`src/rtl/fifoirq_pkg.sv`:
```
package fifoirq_pkg;
  localparam int ST_W    = 12;
  localparam int FLD_W   = 7;
  localparam int B_TXAE  = 0;
  localparam int B_RXAF  = 1;
  localparam int B_TXUR  = 2;
  localparam int B_TXOR  = 3;
  localparam int B_RXUR  = 4;
  localparam int B_RXOR  = 5;
  localparam int B_TRAIL = 6;
  localparam int B_DONE  = 7;
  localparam int B_ABORT = 8;
  localparam int B_NACK  = 9;
  localparam int B_NODEV = 10;
  localparam int B_TMO   = 11;
  typedef logic [ST_W-1:0] irq_vec_t;
endpackage

```
`src/rtl/fit_thresh.sv`:
```
module fit_thresh #(
  parameter int DEPTH = 16,
  parameter int LVL_W = 5,
  parameter int LEN_W = 16
) (
  input  logic             clk,
  input  logic             rst_n,
  input  logic             ctrl_wr,
  input  logic [31:0]      ctrl_wdata,
  input  logic             setup,
  input  logic             setup_rd,
  input  logic [LEN_W-1:0] setup_len,
  input  logic [LVL_W-1:0] tx_level,
  input  logic [LVL_W-1:0] rx_level,
  output logic             tx_en,
  output logic             rx_en,
  output logic [LVL_W-1:0] tx_trig,
  output logic [LVL_W-1:0] rx_trig,
  output logic             almost_empty,
  output logic             almost_full
);
  localparam int RX_DEF = DEPTH * 3 / 4;
  localparam int TX_DEF = DEPTH / 4;

  logic             is_long;
  logic [LVL_W-1:0] rx_pick, tx_pick;
  logic             unused_ctrl;

  assign unused_ctrl = ^ctrl_wdata;
  assign is_long = setup_len > LEN_W'(DEPTH);
  assign rx_pick = is_long ? LVL_W'(RX_DEF) : setup_len[LVL_W-1:0];
  assign tx_pick = is_long ? LVL_W'(TX_DEF) : setup_len[LVL_W-1:0];

  always_ff @(posedge clk or negedge rst_n) begin
    if (!rst_n) begin
      tx_en   <= 1'b0;
      rx_en   <= 1'b0;
      tx_trig <= '0;
      rx_trig <= '0;
    end else begin
      if (ctrl_wr) begin
        rx_en   <= ctrl_wdata[0];
        tx_en   <= ctrl_wdata[1];
        rx_trig <= ctrl_wdata[4 +: LVL_W];
        tx_trig <= ctrl_wdata[16 +: LVL_W];
      end
      if (setup) begin
        if (setup_rd) rx_trig <= rx_pick;
        else          tx_trig <= tx_pick;
      end
    end
  end

  assign almost_empty = tx_en && (tx_level <= tx_trig);
  assign almost_full  = rx_en && (rx_level >= rx_trig);


  rx_default_chk: assert property (@(posedge clk) disable iff (!rst_n)
    (setup && setup_rd && (setup_len > LEN_W'(DEPTH))) |=> (rx_trig == LVL_W'(RX_DEF)));

  tx_default_chk: assert property (@(posedge clk) disable iff (!rst_n)
    (setup && !setup_rd && (setup_len > LEN_W'(DEPTH))) |=> (tx_trig == LVL_W'(TX_DEF)));
endmodule

```
`src/rtl/fit_flowerr.sv`:
```
module fit_flowerr #(
  parameter int DEPTH = 16,
  parameter int LVL_W = 5
) (
  input  logic [LVL_W-1:0] tx_level,
  input  logic [LVL_W-1:0] rx_level,
  input  logic             tx_push,
  input  logic             tx_pop,
  input  logic             rx_push,
  input  logic             rx_pop,
  output logic             tx_full,
  output logic             tx_empty,
  output logic             rx_full,
  output logic             rx_empty,
  output logic [3:0]       err
);
  assign tx_full  = tx_level == LVL_W'(DEPTH);
  assign tx_empty = tx_level == '0;
  assign rx_full  = rx_level == LVL_W'(DEPTH);
  assign rx_empty = rx_level == '0;

  // err order: {rx overrun, rx underrun, tx overrun, tx underrun}
  assign err = {rx_push && rx_full, rx_pop && rx_empty,
                tx_push && tx_full, tx_pop && tx_empty};
endmodule

```
`src/rtl/fit_trail.sv`:
```
module fit_trail #(
  parameter int LVL_W     = 5,
  parameter int TRAIL_W   = 4,
  parameter int TRAIL_DEF = 15
) (
  input  logic               clk,
  input  logic               rst_n,
  input  logic               lim_wr,
  input  logic [TRAIL_W-1:0] lim_wdata,
  input  logic               rx_en,
  input  logic [LVL_W-1:0]   rx_level,
  input  logic [LVL_W-1:0]   rx_trig,
  input  logic               rx_push,
  input  logic               rx_pop,
  output logic               fire
);
  logic [TRAIL_W-1:0] lim_q, cnt_q;
  logic               fired_q, idle;

  assign idle = rx_en && (rx_level != '0) && (rx_level < rx_trig) && !rx_push && !rx_pop;
  assign fire = idle && (cnt_q == lim_q) && !fired_q;

  always_ff @(posedge clk or negedge rst_n) begin
    if (!rst_n) begin
      lim_q   <= TRAIL_W'(TRAIL_DEF);
      cnt_q   <= '0;
      fired_q <= 1'b0;
    end else begin
      if (lim_wr) lim_q <= lim_wdata;
      if (!idle) begin
        cnt_q   <= '0;
        fired_q <= 1'b0;
      end else if (cnt_q == lim_q) begin
        fired_q <= 1'b1;
      end else begin
        cnt_q <= cnt_q + 1'b1;
      end
    end
  end


  trail_once_chk: assert property (@(posedge clk) disable iff (!rst_n)
    fire |=> !fire);
endmodule

```
`src/rtl/fifo_irq_ctrl.sv`:
```
module fifo_irq_ctrl import fifoirq_pkg::*; #(
  parameter int DEPTH     = 16,
  parameter int LEN_W     = 16,
  parameter int TRAIL_W   = 4,
  parameter int TRAIL_DEF = 15,
  localparam int LVL_W    = $clog2(DEPTH + 1)
) (
  input  logic               clk,
  input  logic               rst_n,
  input  logic               ctrl_wr,
  input  logic [31:0]        ctrl_wdata,
  output logic [31:0]        ctrl_rdata,
  input  logic               xfer_setup,
  input  logic               xfer_rd,
  input  logic [LEN_W-1:0]   xfer_len,
  input  logic               ien_wr,
  input  logic [ST_W-1:0]    ien_wdata,
  input  logic               ist_clr,
  input  logic [ST_W-1:0]    ist_wdata,
  input  logic               trail_wr,
  input  logic [TRAIL_W-1:0] trail_wdata,
  input  logic [LVL_W-1:0]   tx_level,
  input  logic [LVL_W-1:0]   rx_level,
  input  logic               tx_push,
  input  logic               tx_pop,
  input  logic               rx_push,
  input  logic               rx_pop,
  input  logic               ev_done,
  input  logic               ev_abort,
  input  logic               ev_nack,
  input  logic               ev_nodev,
  input  logic               ev_tmo,
  output logic [ST_W-1:0]    int_status,
  output logic [ST_W-1:0]    int_en,
  output logic [31:0]        fifo_status,
  output logic               irq
);
  logic             tx_en, rx_en, ae, af, trail_fire;
  logic [LVL_W-1:0] tx_trig, rx_trig;
  logic             tx_full, tx_empty, rx_full, rx_empty;
  logic [3:0]       ferr;
  irq_vec_t         set_vec, st_q, st_nxt, en_q;
  logic             irq_q;

  fit_thresh #(.DEPTH(DEPTH), .LVL_W(LVL_W), .LEN_W(LEN_W)) u_thresh (
    .clk(clk), .rst_n(rst_n), .ctrl_wr(ctrl_wr), .ctrl_wdata(ctrl_wdata),
    .setup(xfer_setup), .setup_rd(xfer_rd), .setup_len(xfer_len),
    .tx_level(tx_level), .rx_level(rx_level),
    .tx_en(tx_en), .rx_en(rx_en), .tx_trig(tx_trig), .rx_trig(rx_trig),
    .almost_empty(ae), .almost_full(af));

  fit_flowerr #(.DEPTH(DEPTH), .LVL_W(LVL_W)) u_flow (
    .tx_level(tx_level), .rx_level(rx_level),
    .tx_push(tx_push), .tx_pop(tx_pop), .rx_push(rx_push), .rx_pop(rx_pop),
    .tx_full(tx_full), .tx_empty(tx_empty), .rx_full(rx_full), .rx_empty(rx_empty),
    .err(ferr));

  fit_trail #(.LVL_W(LVL_W), .TRAIL_W(TRAIL_W), .TRAIL_DEF(TRAIL_DEF)) u_trail (
    .clk(clk), .rst_n(rst_n), .lim_wr(trail_wr), .lim_wdata(trail_wdata),
    .rx_en(rx_en), .rx_level(rx_level), .rx_trig(rx_trig),
    .rx_push(rx_push), .rx_pop(rx_pop), .fire(trail_fire));

  assign set_vec = {ev_tmo, ev_nodev, ev_nack, ev_abort, ev_done,
                    trail_fire, ferr, af, ae};

  for (genvar i = 0; i < ST_W; i++) begin : g_st
    assign st_nxt[i] = (st_q[i] && !(ist_clr && ist_wdata[i])) || set_vec[i];
  end

  always_ff @(posedge clk or negedge rst_n) begin
    if (!rst_n) begin
      st_q  <= '0;
      en_q  <= '0;
      irq_q <= 1'b0;
    end else begin
      st_q  <= st_nxt;
      irq_q <= |(st_q & en_q);
      if (ien_wr) en_q <= ien_wdata;
    end
  end

  assign int_status = st_q;
  assign int_en     = en_q;
  assign irq        = irq_q;

  assign ctrl_rdata = {9'b0, FLD_W'(tx_trig), 5'b0, FLD_W'(rx_trig), 2'b0, tx_en, rx_en};
  assign fifo_status = {7'b0, rx_empty, rx_full, FLD_W'(rx_level),
                        7'b0, tx_empty, tx_full, FLD_W'(tx_level)};


  sticky_hold_chk: assert property (@(posedge clk) disable iff (!rst_n)
    !ist_clr |=> (($past(int_status) & ~int_status) == '0));

  w1c_clear_chk: assert property (@(posedge clk) disable iff (!rst_n)
    ist_clr |=> ((int_status & $past(ist_wdata) & ~$past(set_vec)) == '0));

  ae_capture_chk: assert property (@(posedge clk) disable iff (!rst_n)
    ae |=> int_status[B_TXAE]);

  tx_over_chk: assert property (@(posedge clk) disable iff (!rst_n)
    (tx_push && (tx_level == LVL_W'(DEPTH))) |=> int_status[B_TXOR]);

  done_evt_chk: assert property (@(posedge clk) disable iff (!rst_n)
    ev_done |=> int_status[B_DONE]);

  irq_cause_chk: assert property (@(posedge clk) disable iff (!rst_n)
    $rose(irq) |-> $past(|(int_status & int_en)));
endmodule

```
`config.mk`:
```
export PLATFORM = sky130hd
export DESIGN_NAME = fifo_irq_ctrl
export DESIGN_NICKNAME = d
export VERILOG_FILES = /design/src/rtl/fifoirq_pkg.sv /design/src/rtl/fit_thresh.sv /design/src/rtl/fit_flowerr.sv /design/src/rtl/fit_trail.sv /design/src/rtl/fifo_irq_ctrl.sv
export SDC_FILE = /design/constraint.sdc
export NUM_CORES = 1
export LEC_CHECK = 0
export ABC_AREA = 0
export BUFFER_PORTS_ARGS = -buffer_cell sky130_fd_sc_hd__buf_4
export CORE_MARGIN = 4
export CORE_UTILIZATION = 45
export CTS_CLUSTER_SIZE = 24
export DETAILED_ROUTE_END_ITERATION = 16
export PLACE_DENSITY = 0.87
export SKIP_LAST_GASP = 1
export SLEW_MARGIN = 20
export SYNTH_ARGS = -nofsm -noshare
export SYNTH_HDL_FRONTEND = slang
export SYNTH_SLANG_ARGS = --single-unit
```
`constraint.sdc`:
```
create_clock -name clk -period 4.55 [get_ports clk]
set_input_delay 0.2275 -clock clk [delete_from_list [all_inputs] [get_ports clk]]
set_output_delay 0.2275 -clock clk [all_outputs]
set_load 0.03 [all_outputs]
```
# == Yosys cells after proc, flatten, opt, wreduce, memory -nomap -nowiden ==
# Index checks and enable logic that the tools add are counted.
# totals
inputBits,103
wordCells,100
regBits,46
out_inout_bits,89
# classes
n_bitwise,1
n_addsub,1
reduce_logical,67
n_lt_le_gt_ge,4
eq_ne,5
mux,12
# op_table
operator,count
5-bit 2-to-1 mux,8
1-bit logical AND,36
16-bit by 5-bit greater-than comparator with 1-bit output (second input constant),1
1-bit zero test,15
12-bit AND,1
1-bit logical OR,12
12-bit OR reduction,1
5-bit equality test (second input constant),2
5-bit zero test,2
4-bit 2-to-1 mux,2
5-bit greater-or-equal comparator,1
5-bit <= comparator,1
5-bit < comparator,1
5-bit nonzero test,1
4-bit by 1-bit adder with 4-bit output (second input constant),1
4-bit equality test,1
2-bit != test (second input constant),2
1-bit 2-to-1 mux,2

# == Logic depth before layout (Yosys ltp) ==
# Gate-level depths: netlist of run 1.
# depth
word_depth,8
depth_mapped,7
mapped_depth_nobuf,6

# == Modules after synthesis ==
# A second synthesis of run 1 with hierarchy kept.
# hier_totals
hier_cells,285
hier_area_um2,3011.6
# by_module_without_submodules
module,cells_each,area_each_um2,instances
fifo_irq_ctrl,125,1438.9,1
fit_thresh,97,922.1,1
fit_trail,51,558.0,1
fit_flowerr,12,92.6,1

# == Worst setup path before layout of run 1 ==
# No wires, ideal clock.
# synth_path
kind,reg2reg
startpoint,register u_thresh.rx_trig[4]
endpoint,"register st_q[6], in the netlist int_status[6]"
setup_time_ps,76
setup_slack_ps,2774
arrival_time_ps,1700
stages_incl_launch_ff,8
required_time_ps,4474
synth_period_minus_slack_ps,1776
path_cell_list,dfrtp_1 > inv_1 > ha_1 > a21oi_1 > o21ai_1 > or3_1 > clkbuf_1 > o21ai_1
# synth_between
elab_chain_cells,7
# synth_rtl
item,line,source
start: declaration,fit_thresh.sv:18,"output logic [LVL_W-1:0] rx_trig,"
start signal: assignment,fit_thresh.sv:44,rx_trig <= ctrl_wdata[4 +: LVL_W];
start signal: assignment,fit_thresh.sv:48,if (setup_rd) rx_trig <= rx_pick;
5-bit < comparator,fit_trail.sv:20,assign idle = rx_en && (rx_level != '0) && (rx_level < rx_trig) && !rx_push && !rx_pop;
1-bit logical AND (3 in a row),fit_trail.sv:20,
1-bit logical AND (2 in a row),fit_trail.sv:21,assign fire = idle && (cnt_q == lim_q) && !fired_q;
1-bit logical OR,fifo_irq_ctrl.sv:67,assign st_nxt[i] = (st_q[i] && !(ist_clr && ist_wdata[i])) || set_vec[i];
net st_nxt[6],fifo_irq_ctrl.sv:42,"irq_vec_t set_vec, st_q, st_nxt, en_q;"
end signal: assignment,fifo_irq_ctrl.sv:76,st_q <= st_nxt;
end: declaration,fifo_irq_ctrl.sv:42,
# The timed path passes the listed nets, and every way through them passes these cells.
# A chain may end at the register's enable or synchronous reset.

# == Final worst setup path of run 1 ==
# layout_path
startpoint,register u_thresh.rx_trig[2]
endpoint,"register st_q[6], in the netlist int_status[6]"
# The elaborated chain is that of the path after synthesis.

==> metrics.log, run 1 <==
INFO  metric setup_viol = 0
INFO  metric worst_setup_hold_path_clk_slew = 0.09 ns
INFO  metric postRouteAntennaNets = 0
INFO  metric static-leakage-power = 1.842 nW
INFO  metric worst_path_most_repeated_cell = sky130_fd_sc_hd__o21ai_1
INFO  metric grt_setup_unrepaired = no
INFO  metric finalSetupTns = 0 ns
INFO  metric share_seq_of_total_power = 0.422
INFO  metric yosys.cell_types.count = 38
INFO  metric maxCapViolations = 0
INFO  metric endpoint_of_the_worst_slack_reg_to_reg_timing_path = int_status[6]$_DFF_PN0_
INFO  metric number_of_global_route_vias_before_repair = 2,261
INFO  metric worstSetupStartpoint = u_thresh.rx_trig[2]$_DFF_PN0_
INFO  metric yosysTopAreaCellShare = 0.3857
INFO  metric hold_path.startpoint = ev_tmo
INFO  metric synthesis.yosys.warnings = 0
INFO  metric cts-buffers-inserted = 5
INFO  metric clk_path_buf_depth = 2
INFO  metric clock_latency_reported_for_the_late_side_of_the_worst_skew_pair = 0.29 ns
INFO  metric fillerInstances = 524
INFO  metric timing.critical_path.to = int_status[6]$_DFF_PN0_
INFO  metric cp_slowest_cell = sky130_fd_sc_hd__or3_1
INFO  metric number_of_drc_violations_after_detailed_routing_iteration_0 = 26
INFO  metric slew_of_the_pin_with_the_lowest_slew_margin = between 0.5 and 0.6 ns
INFO  metric clock_power_share = 0.268
INFO  metric rr_worst_depth = 6
INFO  metric cts.repair_timing.setup_buffer_count = 0
INFO  metric drive_above_1_share = 0.4304
INFO  metric die-height = around 86 µm
INFO  metric critPathLaunchType = flip-flop
INFO  metric cts_root_buffer = sky130_fd_sc_hd__clkbuf_8
INFO  metric syn-instance-count = 269
INFO  metric fin_hold_ws = between 0.1 and 0.15 ns
INFO  metric netlist_area = about 2700 µm²
INFO  metric period_needed = 1.652 ns
INFO  metric timing.reg2reg.setup_slack = 2.90 ns
INFO  metric setup.worst_path.class = flip-flop to flip-flop
INFO  metric core.rowCount = 28
INFO  metric final.period_utilization = 0.3631
INFO  metric ioPinCount = 192
INFO  metric netlist_top_cells_area = sky130_fd_sc_hd__dfrtp_1, sky130_fd_sc_hd__buf_4, sky130_fd_sc_hd__mux2_2, sky130_fd_sc_hd__ha_1, sky130_fd_sc_hd__dfstp_2
INFO  metric internal_power_of_the_cells = about 0.75 mW
INFO  metric routed-via-count = 2,267
INFO  metric timing.slew.headroom = 0.6185
INFO  metric finalWeightedCongestion = 0.8077
INFO  metric final-instance-count-excl-fill = roughly 460
INFO  metric postCtsResizedCells = 0
INFO  metric groute.usage.overall = 0.1843
INFO  metric floorplan.die_area = 7365 µm²
INFO  metric timing.rr.start = u_thresh.rx_trig[2]$_DFF_PN0_
INFO  metric num_antenna_cells = 0
INFO  metric die_w = 85.82 µm
INFO  metric crit_path_end_kind = flip-flop
INFO  metric yosys_register_bits = 46
INFO  metric critical_path.cell_chain = inv_1 > ha_1 > a21oi_1 > o21ai_1 > or3_1 > o21ai_1
INFO  metric grt_overflow_total = 0
INFO  metric cts_htree_levels = 2
INFO  metric holdCritPathClass = input port to flip-flop
INFO  metric achievable-frequency = 0.6054 GHz
INFO  metric pwr_density_cell = 308.3 nW/µm²
INFO  metric initial_antenna_violation_count = 0
INFO  metric number_of_synthesized_flops_with_an_enable_pin = 0
INFO  metric wire_per_inst = 14.91 µm
INFO  metric async_reset_ff_frac = 1.000
INFO  metric p_sw_frac = 0.3313
INFO  metric fp.coreArea = ~5900 µm²
INFO  metric hold_viol = 0
INFO  metric crit_required = 4.78 ns
INFO  metric drc = 0
INFO  metric synth_most_common_cell = sky130_fd_sc_hd__buf_4
INFO  metric tritoncts = built
INFO  metric dpl.cell_count = 454
INFO  metric final-max-slew-violation-count = 0
INFO  metric floorplan.initialDensity = 0.4630
INFO  metric dp_hpwl = 5660 µm
INFO  metric drt_pass1_iterations = 4
INFO  metric grt_pass1_wl = around 11,000 µm
INFO  metric power.switching = 0.3726 mW
INFO  metric ys_dominant_reg_cell = sky130_fd_sc_hd__dfrtp_1
INFO  metric synth.avg_cell_area = 10.13 µm²
INFO  metric worst_ir_drop_vdd = around 0.00018 V
INFO  metric ys_seq_area_frac = 0.4242
INFO  metric tritoncts_num_sinks = 46
INFO  metric grt_max_degree = 47
INFO  metric area_delta_synth_final = 33.84%
INFO  metric run_status = complete, no violations
INFO  metric netlist.top_cell.by_area = sky130_fd_sc_hd__dfrtp_1
INFO  metric finish.net_count = ~500
INFO  metric max_stage_delay = 0.47 ns
INFO  metric yosys-top-cells-count = sky130_fd_sc_hd__buf_4, sky130_fd_sc_hd__dfrtp_1, sky130_fd_sc_hd__nand2_1
INFO  metric critical_path.max_fanout = 6
INFO  metric skew = 0.01095 ns
INFO  metric viasPerCell = 4.896
INFO  metric worstPathArrival = roughly 1.9 ns
INFO  metric combinationalPowerShare = 0.310
INFO  metric drt_wl_total = 6904 µm
INFO  metric io_buffers = 133
-- metrics by stage --
step	power, mW	utilization	worst slack (ns)	instance area [µm²]
3_3_place_gp	0.8228	0.5993	2.926	3527
5_1_grt	1.184	0.6197	2.747	3647
6_report	1.125	0.6197	2.898	3647
2_1_floorplan	0.7130	-	2.774	2864
4_1_cts	1.135	0.6197	2.893	3647
3_5_place_dp	0.8318	0.5993	2.898	3527
-- critical path: cells and delay by family (launching register included) --
| kind | cells | cell delay (ns) |
|---|---|---|
| DFF | 1 | 0.35 |
| and+or+nand+nor | 1 | 0.47 |
| AOI/OAI and AO/OA | 3 | 0.39 |
| buffers and inverters | 1 | 0.07 |
| adders and majority gates | 1 | 0.31 |
-- cell type report --
type | instances | area [µm²] | area share
multi-input cells | 188 | 1234 | 0.3382
flip-flops and latches | 46 | 1156 | 0.3170
repair buffers | 134 | 1008 | 0.2765
well taps | 75 | 93.84 | 0.02573
clock buffers | 6 | 72.57 | 0.01990
inverters | 12 | 45.04 | 0.01235
clock inverters | 2 | 37.54 | 0.01029
-- placed cells by master (no fill, tap or decap), types with 2 or more instances in the layout --
cell and instances:
sky130_fd_sc_hd__nor2_1 10, sky130_fd_sc_hd__conb_1 38, sky130_fd_sc_hd__nand2_1 24, sky130_fd_sc_hd__or3_1 4, sky130_fd_sc_hd__a221oi_1 3, sky130_fd_sc_hd__nor3_1 2
sky130_fd_sc_hd__mux2i_1 5, sky130_fd_sc_hd__a211oi_1 4, sky130_fd_sc_hd__and2_1 2, sky130_fd_sc_hd__nand4_1 2, sky130_fd_sc_hd__o21ai_1 3, sky130_fd_sc_hd__nor4_1 2
sky130_fd_sc_hd__nor4_2 2, sky130_fd_sc_hd__ha_1 11, sky130_fd_sc_hd__o21ai_0 8, sky130_fd_sc_hd__xor2_1 5, sky130_fd_sc_hd__nand3_1 4, sky130_fd_sc_hd__dfstp_2 4
sky130_fd_sc_hd__buf_4 133, sky130_fd_sc_hd__a21oi_1 15, sky130_fd_sc_hd__a21o_1 5, sky130_fd_sc_hd__dfrtp_1 42, sky130_fd_sc_hd__a22o_1 7, sky130_fd_sc_hd__mux2_2 18
sky130_fd_sc_hd__clkbuf_8 5, sky130_fd_sc_hd__nor2b_1 5, sky130_fd_sc_hd__inv_1 12
-- logic make-up after synthesis --
family          Yosys count  share of synthesized area
compound gates           49                     0.1175
xor+xnor                  5                    0.01607
fa+ha+maj                11                    0.05050
buf+inv                  72                     0.1740
flops                    46                     0.4242
mux                      23                    0.09274
other cells               1                   0.001376
simple gates             62                     0.1235
-- timing repair --
action / CTS / global route
setup endpoints to repair: 0 / 0
hold endpoints to repair: 42 / 0
hold buffers: 1 / 0
-- how the worst min path moves through the flow --
stage | endpoint | slack (ns) | cells after the start
after global placement | int_en[7]$_DFFE_PN0P_ | 0.27 | 1
after global routing | int_status[9]$_DFF_PN0_ | 0.10 | 2
after detailed placement | int_status[7]$_DFF_PN0_ | 0.27 | 1
after CTS | int_status[9]$_DFF_PN0_ | 0.10 | 2
final | int_status[11]$_DFF_PN0_ | 0.11 | 2
after floorplan | int_en[0]$_DFFE_PN0P_ | -0.07 | 0
-- flip-flops by register name, summed over array words and instances (netlist names) --
name,cells
int_en,12
int_status,12
irq,1
u_thresh.rx_en,1
u_thresh.rx_trig,5
u_thresh.tx_en,1
u_thresh.tx_trig,5
u_trail.cnt_q,4
u_trail.fired_q,1
u_trail.lim_q,4
-- layer usage --
layer	GRT usage	up-vias	wire, µm
met5	0	-	0
met4	0.07194	0	148
met3	0.05091	16	726
met2	0.3199	127	3434
met1	0.2157	1045	2595
li1	-	1079	-
-- power by group through the flow --
| stage | sequential [mW] | clock [mW] | combinational [mW] |
|---|---|---|---|
| 6_report | 0.475 | 0.301 | 0.349 |
| 5_1_grt | 0.480 | 0.326 | 0.377 |
| 4_1_cts | 0.475 | 0.309 | 0.351 |
| 3_5_place_dp | 0.483 | 0 | 0.349 |
| 3_3_place_gp | 0.481 | 0 | 0.342 |
| 2_1_floorplan | 0.536 | 0 | 0.177 |
Note: power is estimated with default switching activity, not from simulation.
==> inputs of run 2 (changes only) <==
Settings changed: CORE_UTILIZATION 45 to 42, PLACE_DENSITY 0.87 to 0.82.
Clock period 4.55 ns to 1.6 ns, I/O delays scaled along.
==> run 2 against run 1 <==
  * Combinational power increased to 3.0 times the previous value
  * Non-clock buffer count increased by 8
  * Design area increased by 3.2%
  * Critical path depth decreased by 2
==> metrics.log, run 2 (synthesis gave the netlist of run 1 again) <==
INFO  metric num_antenna_cells = 0 (unchanged)
INFO  metric maxCapViolations = 0 (unchanged)
INFO  metric timing.reg2reg.setup_slack = 0.06 ns (-2.84 ns)
INFO  metric number_of_global_route_vias_before_repair = 2,212 (-2.2%)
INFO  metric dpl_cell_area = 3571 µm² (+1.2%)
INFO  metric final_cell_mix = sky130_fd_sc_hd__buf_4, sky130_fd_sc_hd__conb_1, sky130_fd_sc_hd__dfrtp_1
INFO  metric combinationalPowerShare = 0.331 (+0.021)
INFO  metric routed-via-count = 2,286 (+0.84%)
INFO  metric routedLengthMet1 = 2397 µm (-7.6%)
INFO  metric layout.cells.most_common = sky130_fd_sc_hd__buf_4
INFO  metric die-height = 88.55 µm (+3.2%)
INFO  metric fp.coreArea = 6314 µm² (+7.3%)
INFO  metric initial_antenna_violation_count = 0 (unchanged)
INFO  metric dp_hpwl = 5759 µm (+1.8%)
INFO  metric critPathLaunchType = flip-flop
INFO  metric fillerInstances = 560 (+6.9%)
INFO  metric setup_viol = 0 (unchanged)
INFO  metric finalWeightedCongestion = 0.8102 (+0.31%)
INFO  metric internal_power_of_the_cells = 2.045 mW (+170%)
INFO  metric postRouteAntennaNets = 0 (unchanged)
INFO  metric grt_setup_unrepaired = yes
INFO  metric period_needed = 1.544 ns (-0.1083 ns)
INFO  metric worst_setup_hold_path_clk_slew = 0.08 ns (about the same)
INFO  metric worst_ir_drop_vdd = 0.0005148 V (+180%)
INFO  metric crit_required = 1.78 ns (-3.00 ns)
INFO  metric cts_root_buffer = sky130_fd_sc_hd__clkbuf_8
INFO  metric rr_worst_depth = 4 (-2)
INFO  metric worst_hold_path.num_cells = 2 (unchanged)
INFO  metric cts_htree_levels = 2 (unchanged)
INFO  metric hold_viol = 0 (unchanged)
INFO  metric p_sw_frac = 0.3406 (+0.009308)
INFO  metric finish.instance_area = 3762 µm² (+3.2%)
INFO  metric ioPinCount = 192 (unchanged)
INFO  metric clock_latency_reported_for_the_late_side_of_the_worst_skew_pair = 0.29 ns (about the same)
INFO  metric drive_above_1_share = 0.4697 (+0.03928)
INFO  metric setup.worst_path.class = flip-flop to flip-flop
INFO  metric core.rowCount = 29 (+3.6%)
INFO  metric finish.net_count = 509 (+1.6%)
INFO  metric wire_per_inst = 14.64 µm (-1.8%)
INFO  metric drt_wl_total = 6926 µm (+0.32%)
INFO  metric pwr_density_cell = 824.3 nW/µm² (+170%)
INFO  metric wl_met3 = 659 µm (-9.2%)
INFO  metric tritoncts = built
INFO  metric grt_max_degree = 47 (unchanged)
INFO  metric floorplan.initialDensity = 0.4316 (-0.03138)
INFO  metric worstSetupStartpoint = u_trail.lim_q[1]$_DFFE_PN1P_
INFO  metric clk_path_buf_depth = 2 (unchanged)
INFO  metric share_seq_of_total_power = 0.437 (+0.015)
INFO  metric grt_pass1_wl = 10,270 µm (-4.8%)
INFO  metric run_status = complete, no violations
INFO  metric area_delta_synth_final = 38.06%
INFO  metric clock_power_share = 0.233 (-0.035)
INFO  metric die_w = 88.55 µm (+3.2%)
INFO  metric floorplan.die_area = 7841 µm² (+6.5%)
INFO  metric timing.slew.headroom = 0.6181 (about the same)
INFO  metric crit_path_end_kind = flip-flop
INFO  metric critical_path.max_fanout = 8 (+2)
INFO  metric slew_of_the_pin_with_the_lowest_slew_margin = 0.5716 ns (-0.0007170 ns)
INFO  metric groute.usage.overall = 0.1712 (-0.01311)
INFO  metric fin_total_pwr = 3.101 mW (+180%)
INFO  metric holdCritPathClass = input port to flip-flop
INFO  metric viasPerCell = 4.833 (-1.3%)
INFO  metric static-leakage-power = 1.872 nW (+1.6%)
INFO  metric power.switching = 1.056 mW (+180%)
INFO  metric timing.rr.start = u_trail.lim_q[1]$_DFFE_PN1P_
INFO  metric number_of_drc_violations_after_detailed_routing_iteration_0 = 51 (+96%)
INFO  metric drc = 0 (unchanged)
INFO  metric utilization = 0.5959 (-0.02377)
INFO  metric achievable-frequency = 0.6478 GHz (+7.0%)
INFO  metric skew = 0.004972 ns (-0.005975 ns)
INFO  metric top_signal_layer_used = met4
INFO  metric grt_overflow_total = 0 (unchanged)
INFO  metric cts-buffers-inserted = 5 (unchanged)
INFO  metric final-max-slew-violation-count = 0 (unchanged)
INFO  metric final.period_utilization = 0.9648 (+0.6017)
INFO  metric worstPathArrival = 1.72 ns (-0.16 ns)
INFO  metric met2_routed_length = 3825 µm (+11%)
INFO  metric hold_path.startpoint = ien_wdata[3]
INFO  metric drt_pass1_iterations = 4 (unchanged)
INFO  metric tritoncts_num_sinks = 46 (unchanged)
INFO  metric io_buffers = 133 (unchanged)
## run 2: final timing paths
kind	end
min reg2reg	u_trail.fired_q$_DFFE_PN0P_
max reg2reg	u_trail.cnt_q[1]$_DFFE_PN0P_
min in group asynchronous	int_status[7]$_DFF_PN0_
max	u_trail.cnt_q[1]$_DFFE_PN0P_
max in group asynchronous	u_thresh.rx_trig[2]$_DFF_PN0_
min	int_en[3]$_DFFE_PN0P_
## run 2: cell type report
class	instances	area [µm²]	area share
Clock buffer	6	82.58	0.02195
Clock inverter	2	12.51	0.003326
Inverter	12	45.04	0.01197
Multi-Input combinational cell	188	1284	0.3412
Sequential cell	46	1161	0.3086
Tap cell	77	96.34	0.02561
Timing Repair Buffer	142	1081	0.2873
## run 2: what timing repair did
item,CTS,global route
buffers inserted,0,2
resized for setup,1,5
hold endpoints to repair,47,0
pin swaps,0,3
setup endpoints to repair,1,5
hold buffers,6,0
## run 2: critical path: stages, from the launching register on
cell and delay, ns:
sky130_fd_sc_hd__dfstp_2 0.54, sky130_fd_sc_hd__xor2_1 0.10, sky130_fd_sc_hd__nor4_4 0.47, sky130_fd_sc_hd__mux2i_1 0.28, sky130_fd_sc_hd__nor2_2 0.04
## run 2: per-stage QoR
step / setup WS [ns] / TNS, ns / hold WS, ns / instances
CTS: 0.04857 / 0 / 0.004871 / 471
finish: 0.05637 / 0 / 0.01570 / 473
global placement: 0.05480 / 0 / 0.1122 / 457
floorplan: 0.01339 / 0 / -0.2156 / 306
global route: -0.03583 / -0.07044 / 0.003766 / 473
detailed placement: 0.003777 / 0 / 0.1173 / 457
## run 2: power groups by stage
stage | registers, mW | clock network [mW] | logic [mW]
after floorplan | 1.53 | 0 | 0.513
after global placement | 1.38 | 0 | 0.982
after detailed placement | 1.38 | 0 | 1.01
after CTS | 1.36 | 0.755 | 1.02
after global routing | 1.37 | 0.804 | 1.10
final | 1.35 | 0.722 | 1.03
## run 2: layer usage
metal | GRT usage | vias up
met1 | 0.1868 | 1081
met4 | 0.04808 | 0
met3 | 0.04562 | 6
met2 | 0.3236 | 101
li1 | - | 1098
met5 | 0 | -
==> inputs of run 3 (changes only) <==
Settings changed: CORE_UTILIZATION 42 to 37, PLACE_DENSITY 0.82 to 0.76.
Clock period 1.6 ns to 1.4 ns, I/O delays scaled along.
==> run 3 against run 2 <==
  * The run now ends with setup timing left
  * Non-clock buffer count rose by 38
  * Largest power group unchanged
  * Count of clock-buffer cells in the layout fell by 1
  * Via count rose by 4.6%
  * Critical path depth rose by 2
==> metrics.log, run 3 (synthesis gave the netlist of run 1 again) <==
INFO  metric critical_path.cell_chain = inv_2 > ha_4 > nand4_1 > o211ai_1 > or3_4 > o21ai_1
INFO  metric drt_pass1_iterations = 4 (unchanged)
INFO  metric wire_per_inst = 14.12 µm (-3.6%)
INFO  metric setup_viol = 7 (+7)
INFO  metric crit_required = 1.62 ns (-0.16 ns)
INFO  metric skew = 0.006653 ns (+0.001681 ns)
INFO  metric timing.critical_path.max_delay_family = simple AND/OR/NAND/NOR gates
INFO  metric area_delta_synth_final = 54.22%
INFO  metric worstPathArrival = 1.76 ns (+0.04 ns)
INFO  metric worst_slack = -0.1334 ns (-0.1897 ns)
INFO  metric groute.usage.overall = 0.1663 (-0.004907)
INFO  metric share_seq_of_total_power = 0.419 (-0.018)
INFO  metric whs_endpoint = u_trail.lim_q[0]$_DFFE_PN1P_
INFO  metric fp.coreArea = 7214 µm² (+14%)
INFO  metric viasPerCell = 4.486 (-7.2%)
INFO  metric finish.instance_area = 4203 µm² (+12%)
INFO  metric dpl_cell_area = 3722 µm² (+4.2%)
INFO  metric register_area = 1166 µm² (+0.43%)
INFO  metric holdCritPathClass = input port to flip-flop
INFO  metric finalWeightedCongestion = 0.8044 (-0.72%)
INFO  metric final-instance-count-excl-fill = 533 (+13%)
INFO  metric fillerInstances = 619 (+11%)
INFO  metric drive_above_1_share = 0.5138 (+0.04413)
INFO  metric p_sw_frac = 0.3515 (+0.01084)
INFO  metric maxCapViolations = 0 (unchanged)
INFO  metric hold_path.startpoint = trail_wdata[0]
INFO  metric combinationalPowerShare = 0.353 (+0.022)
INFO  metric failed_checks = setup timing
INFO  metric io_buffers = 133 (unchanged)
INFO  metric postRouteAntennaNets = 0 (unchanged)
INFO  metric core.rowCount = 31 (+6.9%)
INFO  metric achievable-frequency = 0.6522 GHz (+0.67%)
INFO  metric final-max-slew-violation-count = 0 (unchanged)
INFO  metric initial_antenna_violation_count = 0 (unchanged)
INFO  metric multi_input_area = 1361 µm² (+6.0%)
INFO  metric hold_viol = 0 (unchanged)
INFO  metric finish.net_count = 547 (+7.5%)
INFO  metric endpoint_of_the_worst_slack_reg_to_reg_timing_path = int_status[6]$_DFF_PN0_
INFO  metric grt_setup_unrepaired = yes
INFO  metric number_of_drc_violations_after_detailed_routing_iteration_0 = 47 (-7.8%)
INFO  metric tritoncts = built
INFO  metric die-height = 93.82 µm (+6.0%)
INFO  metric critical_path.n_buffers_inverters = 1 (+1)
INFO  metric drt_wl_total = 7525 µm (+8.6%)
INFO  metric floorplan.die_area = 8802 µm² (+12%)
INFO  metric final.period_utilization = 1.095 (+0.1305)
INFO  metric die_w = 93.82 µm (+6.0%)
INFO  metric slew_of_the_pin_with_the_lowest_slew_margin = 0.5749 ns (+0.003325 ns)
INFO  metric clock_latency_reported_for_the_late_side_of_the_worst_skew_pair = 0.29 ns (about the same)
INFO  metric setup.worst_path.class = flip-flop to flip-flop
INFO  metric cp_slowest_cell = sky130_fd_sc_hd__dfrtp_2
INFO  metric worst_setup_hold_path_clk_slew = 0.09 ns (about the same)
INFO  metric worst_ir_drop_vdd = 0.0003922 V (-24%)
INFO  metric dp_hpwl = 5743 µm (-0.28%)
INFO  metric critPathLaunchType = flip-flop
INFO  metric worst_hold_path.num_cells = 2 (unchanged)
INFO  metric clock_power_share = 0.228 (-0.005)
INFO  metric rr_worst_depth = 6 (+2)
INFO  metric internal_power_of_the_cells = 2.408 mW (+18%)
INFO  metric number_of_global_route_vias_before_repair = 2,441 (+10%)
INFO  metric pre_cts_slack = -0.1661 ns (-0.1699 ns)
INFO  metric grt_overflow_total = 0 (unchanged)
INFO  metric static-leakage-power = 2.039 nW (+8.9%)
INFO  metric max_stage_delay = 0.42 ns (-0.12 ns)
INFO  metric grt_pass1_wl = 11,580 µm (+13%)
INFO  metric timing.reg2reg.setup_slack = -0.13 ns (-0.19 ns)
INFO  metric run_status = finished, violations left
INFO  metric cts_htree_levels = 2 (unchanged)
INFO  metric critical_path.max_fanout = 6 (-2)
INFO  metric finalSetupTns = -0.6654 ns (-0.6654 ns)
INFO  metric tritoncts_num_sinks = 46 (unchanged)
INFO  metric cts-buffers-inserted = 5 (unchanged)
INFO  metric num_antenna_cells = 0 (unchanged)
INFO  metric drc = 0 (unchanged)
INFO  metric cts_root_buffer = sky130_fd_sc_hd__clkbuf_8
INFO  metric floorplan.initialDensity = 0.3777 (-0.05390)
INFO  metric pwr_density_cell = 883.4 nW/µm² (+7.2%)
INFO  metric clk_path_buf_depth = 2 (unchanged)
INFO  metric crit_path_end_kind = flip-flop
INFO  metric timing.slew.headroom = 0.6167 (-0.001433)
INFO  metric final_cell_mix = sky130_fd_sc_hd__buf_4, sky130_fd_sc_hd__conb_1, sky130_fd_sc_hd__dfrtp_1
INFO  metric dpl.cell_count = 491 (+7.4%)
INFO  metric power.switching = 1.305 mW (+24%)
INFO  metric period_needed = 1.533 ns (-0.01028 ns)
INFO  metric grt_max_degree = 47 (unchanged)
INFO  metric routed-via-count = 2,391 (+4.6%)
INFO  metric timing.rr.start = u_thresh.rx_trig[4]$_DFF_PN0_
INFO  metric layout.cells.most_common = sky130_fd_sc_hd__buf_4
INFO  metric ioPinCount = 192 (unchanged)
## run 3: what timing repair did
item	in CTS	in global routing
setup buffers	4	7
hold buffers	22	1
resized for setup	5	8
hold endpoints to repair	63	1
pin swaps	2	5
setup endpoints to repair	7	7
## run 3: how the worst max path moves through the flow
| stage | endpoint | start | cells after the start |
|---|---|---|---|
| 2_1_floorplan | int_status[6]$_DFF_PN0_ | u_thresh.rx_trig[2]$_DFF_PN0_ | 7 |
| 3_3_place_gp | u_trail.cnt_q[3]$_DFFE_PN0P_ | u_trail.lim_q[0]$_DFFE_PN1P_ | 5 |
| 3_5_place_dp | u_trail.cnt_q[2]$_DFFE_PN0P_ | u_thresh.rx_trig[2]$_DFF_PN0_ | 6 |
| 4_1_cts | u_trail.cnt_q[2]$_DFFE_PN0P_ | u_thresh.rx_trig[4]$_DFF_PN0_ | 6 |
| 5_1_grt | u_trail.cnt_q[3]$_DFFE_PN0P_ | u_thresh.rx_trig[1]$_DFF_PN0_ | 6 |
| 6_report | int_status[6]$_DFF_PN0_ | u_thresh.rx_trig[4]$_DFF_PN0_ | 6 |
## run 3: power by group through the flow
stage	combinational (mW)	sequential, mW	clock [mW]
2_1_floorplan	0.597	1.75	0
3_3_place_gp	1.18	1.57	0
3_5_place_dp	1.20	1.58	0
4_1_cts	1.27	1.56	0.882
5_1_grt	1.41	1.57	0.944
6_report	1.31	1.56	0.845
## run 3: metrics by stage
stage,power (mW),hold WS [ns],util
final,3.713,0.009936,0.5826
after global routing,3.929,0.004342,0.5826
after CTS,3.712,0.001325,0.5685
after detailed placement,2.776,0.1127,0.5160
after global placement,2.750,0.1081,0.5160
after floorplan,2.348,-0.2256,-
## run 3: layer usage
layer | wire, µm | part of all wire | track usage
met1 | 2924 | 0.39 | 0.1879
met2 | 3995 | 0.53 | 0.3146
met3 | 581 | 0.077 | 0.04247
met4 | 24 | 0.0032 | 0.03008
met5 | 0 | 0 | 0
## run 3: area by class of cell
class	count	area share
clock buffer	5	0.01637
clock inverter	3	0.005954
inverter	12	0.01072
multi-input combinational	188	0.3239
sequential	46	0.2775
tap	99	0.02947
timing repair buffer	180	0.3361
